## src/rtl/apx_pkg.sv

```systemverilog
package apx_pkg;

   typedef enum logic [1:0] {
      RC_OK    = 2'd0,
      RC_RANGE = 2'd1,
      RC_NODIR = 2'd2,
      RC_NOPTE = 2'd3
   } apx_rcode_t;

   typedef enum logic {
      ST_IDLE = 1'b0,
      ST_MISS = 1'b1
   } apx_state_t;

   // directory slots covered by an aperture size code; 0 means unsupported
   function automatic logic [6:0] apx_span(input logic [7:0] code);
      case (code)
         8'd0:    apx_span = 7'd64;
         8'd32:   apx_span = 7'd32;
         8'd48:   apx_span = 7'd16;
         8'd56:   apx_span = 7'd8;
         default: apx_span = 7'd0;
      endcase
   endfunction

endpackage

```

## src/rtl/apx_window.sv

```systemverilog
module apx_window
   import apx_pkg::*;
#(
   parameter int ADDR_W  = 32,
   parameter int PAGE_SH = 12,
   parameter int OFF_W   = 10,
   parameter int IDX_W   = 6
) (
   input  logic [ADDR_W-1:0] base,
   input  logic [7:0]        size_code,
   input  logic [ADDR_W-1:0] addr,
   output logic              in_range,
   output logic [IDX_W-1:0]  dir_idx,
   output logic [OFF_W-1:0]  pte_off
);
   localparam int DIR_SH = PAGE_SH + OFF_W;
   localparam int DIFF_W = ADDR_W - DIR_SH;

   initial begin
      assert (DIFF_W >= 7 && DIFF_W >= IDX_W)
         else $error("apx_window: slot difference narrower than span");
   end

   logic [DIFF_W-1:0] diff;
   logic [DIFF_W-1:0] span_x;
   logic              unused_low;

   assign diff     = addr[ADDR_W-1:DIR_SH] - base[ADDR_W-1:DIR_SH];
   assign span_x   = DIFF_W'(apx_span(size_code));
   assign in_range = (diff < span_x);
   assign dir_idx  = diff[IDX_W-1:0];
   assign pte_off  = addr[DIR_SH-1:PAGE_SH];

   assign unused_low = ^{base[DIR_SH-1:0], addr[PAGE_SH-1:0]};
endmodule

```

## src/rtl/apx_dir.sv

```systemverilog
module apx_dir #(
   parameter int IDX_W = 6,
   parameter int PG_W  = 12
) (
   input  logic             clk,
   input  logic             rst_n,
   input  logic             wr_en,
   input  logic [IDX_W-1:0] wr_idx,
   input  logic             wr_present,
   input  logic [PG_W-1:0]  wr_page,
   input  logic [IDX_W-1:0] rd_idx,
   output logic             rd_present,
   output logic [PG_W-1:0]  rd_page
);
   localparam int DIR_N = 1 << IDX_W;

   initial begin
      assert (IDX_W >= 1 && IDX_W <= 8) else $error("apx_dir: IDX_W out of range");
   end

   logic [DIR_N-1:0] pres_q;
   logic [PG_W-1:0]  page_q [DIR_N];

   always_ff @(posedge clk or negedge rst_n) begin
      if (!rst_n) begin
         pres_q <= '0;
         for (int i = 0; i < DIR_N; i++) page_q[i] <= '0;
      end else if (wr_en) begin
         pres_q[wr_idx] <= wr_present;
         page_q[wr_idx] <= wr_page;
      end
   end

   assign rd_present = pres_q[rd_idx];
   assign rd_page    = page_q[rd_idx];

   // a load lands in the addressed slot
   a_r1_load_lands: assert property (@(posedge clk) disable iff (!rst_n)
      wr_en |=> (rd_idx != $past(wr_idx)) ||
                (rd_present == $past(wr_present) && rd_page == $past(wr_page)));
endmodule

```

## src/rtl/apx_tcache.sv

```systemverilog
module apx_tcache #(
   parameter int ENTRIES = 8,
   parameter int TAG_W   = 16,
   parameter int DAT_W   = 20
) (
   input  logic             clk,
   input  logic             rst_n,
   input  logic [TAG_W-1:0] lk_tag,
   output logic             hit,
   output logic [DAT_W-1:0] hit_data,
   input  logic             fill_en,
   input  logic [TAG_W-1:0] fill_tag,
   input  logic [DAT_W-1:0] fill_data,
   input  logic             flush
);
   localparam int PTR_W = (ENTRIES > 1) ? $clog2(ENTRIES) : 1;

   initial begin
      assert (ENTRIES >= 2 && ENTRIES <= 64) else $error("apx_tcache: ENTRIES out of range");
   end

   logic [ENTRIES-1:0] val_q;
   logic [TAG_W-1:0]   tag_q [ENTRIES];
   logic [DAT_W-1:0]   dat_q [ENTRIES];
   logic [PTR_W-1:0]   ptr_q;
   logic [ENTRIES-1:0] hit_vec;

   for (genvar g = 0; g < ENTRIES; g++) begin : g_cmp
      assign hit_vec[g] = val_q[g] && (tag_q[g] == lk_tag);
   end

   always_comb begin
      hit_data = '0;
      for (int i = 0; i < ENTRIES; i++)
         if (hit_vec[i]) hit_data = hit_data | dat_q[i];
   end
   assign hit = |hit_vec;

   always_ff @(posedge clk or negedge rst_n) begin
      if (!rst_n) begin
         val_q <= '0;
         ptr_q <= '0;
      end else if (flush) begin
         val_q <= '0;
      end else if (fill_en) begin
         val_q[ptr_q] <= 1'b1;
         ptr_q <= (ptr_q == PTR_W'(ENTRIES - 1)) ? '0 : ptr_q + 1'b1;
      end
   end

   always_ff @(posedge clk) begin
      if (fill_en && !flush) begin
         tag_q[ptr_q] <= fill_tag;
         dat_q[ptr_q] <= fill_data;
      end
   end

   // a tag never matches more than one entry
   a_r8_single_hit: assert property (@(posedge clk) disable iff (!rst_n)
      $onehot0(hit_vec));
   // nothing hits right after a flush
   a_r9_flush_empties: assert property (@(posedge clk) disable iff (!rst_n)
      flush |=> !hit);
endmodule

```

## src/rtl/apx_translator.sv

```systemverilog
module apx_translator
   import apx_pkg::*;
#(
   parameter int ADDR_W    = 32,
   parameter int PAGE_SH   = 12,
   parameter int OFF_W     = 10,
   parameter int IDX_W     = 6,
   parameter int PG_W      = 12,
   parameter int CACHE_N   = 8,
   parameter int FLUSH_BIT = 7
) (
   input  logic              clk,
   input  logic              rst_n,
   input  logic [ADDR_W-1:0] ap_base,
   input  logic [7:0]        ap_size,
   input  logic              dir_we,
   input  logic [ADDR_W-1:0] dir_wdata,
   input  logic              ctl_we,
   input  logic [ADDR_W-1:0] ctl_wdata,
   input  logic              lk_valid,
   input  logic [ADDR_W-1:0] lk_addr,
   output logic              lk_ready,
   output logic              rsp_valid,
   output logic [1:0]        rsp_code,
   output logic [ADDR_W-1:0] rsp_addr,
   output logic              mem_req,
   output logic [ADDR_W-1:0] mem_addr,
   input  logic              mem_ack,
   input  logic [ADDR_W-1:0] mem_rdata
);
   localparam int TAG_W    = IDX_W + OFF_W;
   localparam int DAT_W    = ADDR_W - PAGE_SH;
   localparam int PAD_W    = ADDR_W - PG_W - OFF_W - 2;
   localparam int PG_LO    = ADDR_W - PG_W;
   localparam int PRES_BIT = 8;

   initial begin
      assert (PAD_W >= 1) else $error("apx_translator: page fields overflow address");
      assert (PG_LO > PRES_BIT + 1 && PRES_BIT > IDX_W)
         else $error("apx_translator: load word fields overlap");
      assert (FLUSH_BIT < ADDR_W) else $error("apx_translator: flush bit outside word");
   end

   // window and directory
   logic              w_in_range;
   logic [IDX_W-1:0]  w_idx;
   logic [OFF_W-1:0]  w_off;
   logic              d_present;
   logic [PG_W-1:0]   d_page;
   logic              c_hit;
   logic [DAT_W-1:0]  c_data;

   apx_window #(.ADDR_W(ADDR_W), .PAGE_SH(PAGE_SH), .OFF_W(OFF_W), .IDX_W(IDX_W)) u_win (
      .base(ap_base), .size_code(ap_size), .addr(lk_addr),
      .in_range(w_in_range), .dir_idx(w_idx), .pte_off(w_off)
   );

   apx_dir #(.IDX_W(IDX_W), .PG_W(PG_W)) u_dir (
      .clk(clk), .rst_n(rst_n),
      .wr_en(dir_we), .wr_idx(dir_wdata[IDX_W-1:0]),
      .wr_present(dir_wdata[PRES_BIT]), .wr_page(dir_wdata[ADDR_W-1:PG_LO]),
      .rd_idx(w_idx), .rd_present(d_present), .rd_page(d_page)
   );

   // control state
   apx_state_t        st_q;
   logic              ctl_bit_q;
   logic              flush_evt;
   logic              pflush_q;
   logic [ADDR_W-1:0] miss_addr_q;
   logic [PAGE_SH-1:0] lo_q;
   logic [TAG_W-1:0]  tag_q;
   logic              rsp_valid_q;
   apx_rcode_t        rsp_code_q;
   logic [ADDR_W-1:0] rsp_addr_q;
   logic              accept;
   logic              fill_en;
   logic              unused_bits;

   assign flush_evt = ctl_we && ctl_wdata[FLUSH_BIT] && !ctl_bit_q;
   assign lk_ready  = (st_q == ST_IDLE);
   assign accept    = lk_valid && lk_ready;
   assign fill_en   = (st_q == ST_MISS) && mem_ack && mem_rdata[0]
                      && !pflush_q && !flush_evt;

   apx_tcache #(.ENTRIES(CACHE_N), .TAG_W(TAG_W), .DAT_W(DAT_W)) u_cache (
      .clk(clk), .rst_n(rst_n),
      .lk_tag({w_idx, w_off}), .hit(c_hit), .hit_data(c_data),
      .fill_en(fill_en), .fill_tag(tag_q), .fill_data(mem_rdata[ADDR_W-1:PAGE_SH]),
      .flush(flush_evt)
   );

   always_ff @(posedge clk or negedge rst_n) begin
      if (!rst_n) begin
         st_q        <= ST_IDLE;
         ctl_bit_q   <= 1'b0;
         pflush_q    <= 1'b0;
         miss_addr_q <= '0;
         lo_q        <= '0;
         tag_q       <= '0;
         rsp_valid_q <= 1'b0;
         rsp_code_q  <= RC_OK;
         rsp_addr_q  <= '0;
      end else begin
         rsp_valid_q <= 1'b0;
         if (ctl_we) ctl_bit_q <= ctl_wdata[FLUSH_BIT];
         case (st_q)
            ST_IDLE: begin
               if (lk_valid) begin
                  if (!w_in_range) begin
                     rsp_valid_q <= 1'b1;
                     rsp_code_q  <= RC_RANGE;
                     rsp_addr_q  <= '0;
                  end else if (!d_present) begin
                     rsp_valid_q <= 1'b1;
                     rsp_code_q  <= RC_NODIR;
                     rsp_addr_q  <= '0;
                  end else if (c_hit) begin
                     rsp_valid_q <= 1'b1;
                     rsp_code_q  <= RC_OK;
                     rsp_addr_q  <= {c_data, lk_addr[PAGE_SH-1:0]};
                  end else begin
                     st_q        <= ST_MISS;
                     miss_addr_q <= {d_page, {PAD_W{1'b0}}, w_off, 2'b00};
                     lo_q        <= lk_addr[PAGE_SH-1:0];
                     tag_q       <= {w_idx, w_off};
                     pflush_q    <= 1'b0;
                  end
               end
            end
            ST_MISS: begin
               if (flush_evt) pflush_q <= 1'b1;
               if (mem_ack) begin
                  st_q        <= ST_IDLE;
                  rsp_valid_q <= 1'b1;
                  if (mem_rdata[0]) begin
                     rsp_code_q <= RC_OK;
                     rsp_addr_q <= {mem_rdata[ADDR_W-1:PAGE_SH], lo_q};
                  end else begin
                     rsp_code_q <= RC_NOPTE;
                     rsp_addr_q <= '0;
                  end
               end
            end
            default: st_q <= ST_IDLE;
         endcase
      end
   end

   assign rsp_valid = rsp_valid_q;
   assign rsp_code  = rsp_code_q;
   assign rsp_addr  = rsp_addr_q;
   assign mem_req   = (st_q == ST_MISS);
   assign mem_addr  = miss_addr_q;

   assign unused_bits = ^{dir_wdata[PG_LO-1:PRES_BIT+1], dir_wdata[PRES_BIT-1:IDX_W],
                          ctl_wdata, mem_rdata[PAGE_SH-1:1]};

   // out-of-range lookups fault without a read
   a_r3_range_fault: assert property (@(posedge clk) disable iff (!rst_n)
      accept && !w_in_range |=> rsp_valid && rsp_code == 2'd1 && !mem_req);
   // absent slot faults without a read
   a_r4_absent_fault: assert property (@(posedge clk) disable iff (!rst_n)
      accept && w_in_range && !d_present |=> rsp_valid && rsp_code == 2'd2 && !mem_req);
   // request held steady until acknowledged
   a_r5_req_hold: assert property (@(posedge clk) disable iff (!rst_n)
      mem_req && !mem_ack |=> mem_req && $stable(mem_addr));
   // no new lookup while a read is outstanding
   a_r5_stall: assert property (@(posedge clk) disable iff (!rst_n)
      mem_req |-> !lk_ready);
   // faults carry no address
   a_r6_fault_zero: assert property (@(posedge clk) disable iff (!rst_n)
      rsp_valid && rsp_code != 2'd0 |-> rsp_addr == '0);
   // every response follows an acceptance or an acknowledge
   a_r7_rsp_cause: assert property (@(posedge clk) disable iff (!rst_n)
      rsp_valid |-> $past(accept) || $past(mem_req && mem_ack));
endmodule

```

## config.mk

```make
export PLATFORM = sky130hd
export DESIGN_NAME = apx_translator
export DESIGN_NICKNAME = d
export VERILOG_FILES = /design/src/rtl/apx_pkg.sv /design/src/rtl/apx_window.sv /design/src/rtl/apx_dir.sv /design/src/rtl/apx_tcache.sv /design/src/rtl/apx_translator.sv
export SDC_FILE = /design/constraint.sdc
export NUM_CORES = 2
export LEC_CHECK = 0
export ABC_AREA = 1
export ABC_CLOCK_PERIOD_IN_PS = 10000
export BUFFER_PORTS_ARGS = -buffer_cell sky130_fd_sc_hd__buf_2
export CAP_MARGIN = 15
export CORE_UTILIZATION = 47
export DETAILED_ROUTE_END_ITERATION = 7
export PLACE_DENSITY = 0.75
export SLEW_MARGIN = 10
export SYNTH_ARGS = -nofsm -noshare
export SYNTH_HDL_FRONTEND = slang
export SYNTH_HIERARCHICAL = 1
export SYNTH_SLANG_ARGS = --single-unit
```

## constraint.sdc

```tcl
create_clock -name clk -period 10 [get_ports clk]
set_input_delay 0.5 -clock clk [delete_from_list [all_inputs] [get_ports clk]]
set_output_delay 0.5 -clock clk [all_outputs]
set_load 0.02 [all_outputs]
```

==> impl_metrics.yaml <==
worst_setup_path:
  cp.required_ns: 10.68
  timing.rr.end: "mem_addr[20]"
  cp.arrival_ns: 5.98
  r2r_start: "u_dir/pres_q[7]"
  start_kind: "input port"
  reg2regPathDepth: 16
  path_class: "input port to register"
  crit_fanout: 97
  reg2reg_slack_ns: 6.73
  cp-end-kind: "register"
synth:
  synth_edf_count: 288
  yosys-top-cells-area: "dfrtp_1, nand2_1, edfxtp_1"
  yosys.cell_types.count: 42
  async_reset_ff_share_pct: 76.18
  synth_top_area_share_pct: 41.34
  synth_warnings: 6
  ys_seq_elements: 1209
  synth-main-ff-cell: "dfrtp_1"
  syn_avg_cell_area_um2: 8.549
  syn-cell-area_um2: 55760
  synth_area_leader_cell: "dfrtp_1"
  syn_inst: 6522
  yosysSeqAreaShare_pct: 56.85
routing:
  via_count: 46278
  drtAntennaViolNets: 0
  drc_errors: 0
  wl_met1_um: 63810
  drt_iter0_drc: 5890
  wl_per_cell_um: 19.59
  finalWirelength_um: 157100
  firstDrtPassIters: 8
  avgViaCountPerCell: 5.772
  wl_met3_um: 15400
  highest_layer: "met5"
  dr_wl_met2_um: 72500
sta:
  skew_ns: 0.03580
  slew_headroom_pct: 26.37
  fin_crit_ns: 5.297
  finalCritPeriodShare_pct: 52.97
  tightest_slew_ns: 1.096
  fmax_ghz: 0.1888
  fin_setup_tns_ns: 0
  rsz0062_at_grt: "false"
  hold_viol_final: 0
  final-setup-viol-count: 0
  slew_viol_final: 0
status:
  status: "finished, final reports clean"
floorplan:
  coreArea_um2: 116800
  start_util_pct: 47.72
  die_h_um: 346.4
  rows: 125
  die_area_um2: 120000
  die_w_um: 346.4
  ios: 243
clock_tree:
  htreeDepth: 4
  ctsLongestPathBuffers: 3
  cts-resized-gates: 0
  clkSinkCount: 1209
  cts_root_buf: "clkbuf_16"
  insertion_delay_ns: 0.77
  cts_tree: "done"
  cts_buffers: 130
  clk_pin_slew_ns: 0.06
grt:
  grt_max_degree: 205
  antenna_found_initial: 6
  grt_pass1_wl_um: 247600
  grt_use_total_pct: 26.05
  grt_pass1_vias: 43836
  grt_overflow_total: 0
pwr:
  vdd_drop_max_mv: 0.1745
  p_leak_nw: 27.71
  powerDensity_nw_per_um2: 209.9
job:
  cap_violations: 0
place:
  place.port_buffers: 155
  routabilityCongestion: 0.8955
  dp_hpwl_um: 87410
  place_inst: 7765
hold_path:
  hold_start: "mem_rdata[22]"
  hp-class: "input port to register"
  hold_path_depth: 1
  holdPathEnd: "u_cache/dat_q[4][10]"
cells_and_area:
  area_growth_syn_to_layout_pct: 9.764
  nets: 6585
  layout-drive-gt1-share_pct: 9.307
  finalNonFillerCells: 8018
  fill_cells: 10295
[power by group]
| group | internal (mW) | total, mW | switching, mW |
|---|---|---|---|
| combinational | 0.629 | 2.07 | 1.44 |
| sequential | 5.65 | 6.04 | 0.384 |
| clock | 2.70 | 4.74 | 2.04 |
| total | 8.99 | 12.8 | 3.86 |
[through the flow]
stage / setup WS [ns] / power (mW) / utilization (%) / instance area [um^2] / hold slack [ns]
final: 4.703 / 12.85 / 52.38 / 61200 / 0.04311
after global placement: 4.283 / 8.061 / 48.58 / 56750 / 0.4557
after CTS: 4.996 / 12.86 / 52.29 / 61090 / 0.008321
after global routing: 4.519 / 13.39 / 52.38 / 61200 / 0.04004
after floorplan: 6.522 / 7.384 / - / 55790 / 0.2044
after detailed placement: 4.210 / 8.134 / 48.58 / 56750 / 0.4598
[sequential cells by signal, indices dropped and copies added (netlist names), 2 cells and up]
name           cells
u_cache/ptr_q      3
u_cache/val_q      8
rsp_addr          32
u_cache/dat_q    160
u_cache/tag_q    128
tag_q             16
mem_addr          12
rsp_code           2
u_dir/pres_q      64
lo_q              12
u_dir/page_q     768
[Yosys cell counts, types with 6 or more instances]
master,instances
nand2_2,68
nor2_4,21
nor3_4,6
xor2_1,31
nand2_1,2381
nand3_1,723
buf_6,34
o21ai_1,62
xnor2_1,8
nor4_4,8
buf_1,40
nor2_2,13
nand4_1,194
dfrtp_1,921
buf_4,51
o211ai_1,7
inv_2,29
o22ai_1,8
nor2_1,243
a21oi_1,135
inv_1,106
clkbuf_1,314
nor3_1,13
edfxtp_1,288
clkinv_1,15
o21ai_0,696
buf_2,71
ha_1,14
[cell type report]
class                   count  area, um^2  area share (%)
flip-flops and latches   1209       31700           51.79
multi-input cells        4661       21210           34.65
clock buffers             182        3608           5.896
well taps                1524        1907           3.116
repair buffers            244        1639           2.678
inverters                 150       588.1          0.9609
clock inverters            44       545.5          0.8914
diodes                      4       10.01         0.01636
[kinds of logic after synthesis]
family                   share of synthesized area [%]
AND/OR/NAND/NOR                                  28.48
flip-flops                                       56.85
AO/OA/AOI/OAI                                    8.272
buffers and inverters                            5.431
XOR/XNOR                                        0.6126
adder cells (fa/ha/maj)                         0.3501
other                                         0.006726
[layout by cell type, fill, tap and decap left out, drive strengths merged]
cell and instances:
xor2 31, xnor2 8, o22ai 8, and2 1
edfxtp 288, nor4 9, bufinv 6, nor2 278
or2 4, inv 159, o21a 1, nand3 723
buf 226, o211ai 7, nand3b 3, nand2 2451
ha 14, a31oi 1, conb 10, clkbuf 182
nand4 194, clkinv 29, fa 1, o21ai 761
dfrtp 921, diode 4, dlygate4sd3 18, nor3 21
a21oi 135
[what timing repair did]
action                                 4_1_cts  5_1_grt
setup buffers                                0        0
hold buffers                                18        0
endpoints found under the hold margin      132        0
[critical path, cell delays in order]
cell and delay (ns):
buf_2 0.10, inv_1 0.05, ha_1 0.13, inv_1 0.10
fa_4 1.16, inv_8 0.40, buf_4 0.49, nand3_1 0.19
nand3_1 0.08, nand2_1 0.11, nand2_1 0.09, nand3_1 0.15
nand3_1 0.20, nand2_1 0.14, buf_4 0.43, inv_1 0.12
nor2_1 0.14, nand2_2 0.10, nor2_4 0.28, buf_4 0.52
nand2_1 0.14, nand2_1 0.09
[metal layers]
layer / track usage, % / up-vias
met2: 40.92 / 2392
met5: 0 / -
met4: 10.37 / 4
met3: 5.060 / 363
met1: 35.55 / 22268
li1: - / 21251
[worst max path at each step]
| stage | startpoint | to | depth (start not counted) |
|---|---|---|---|
| after floorplan | mem_req | u_cache/dat_q[0][0] | 8 |
| after global placement | lk_addr[22] | tag_q[0] | 22 |
| after detailed placement | lk_addr[22] | mem_addr[31] | 22 |
| after CTS | lk_addr[22] | mem_addr[31] | 22 |
| after global routing | lk_addr[22] | mem_addr[20] | 22 |
| final | lk_addr[22] | mem_addr[20] | 22 |
(Power assumes the default switching activity.)
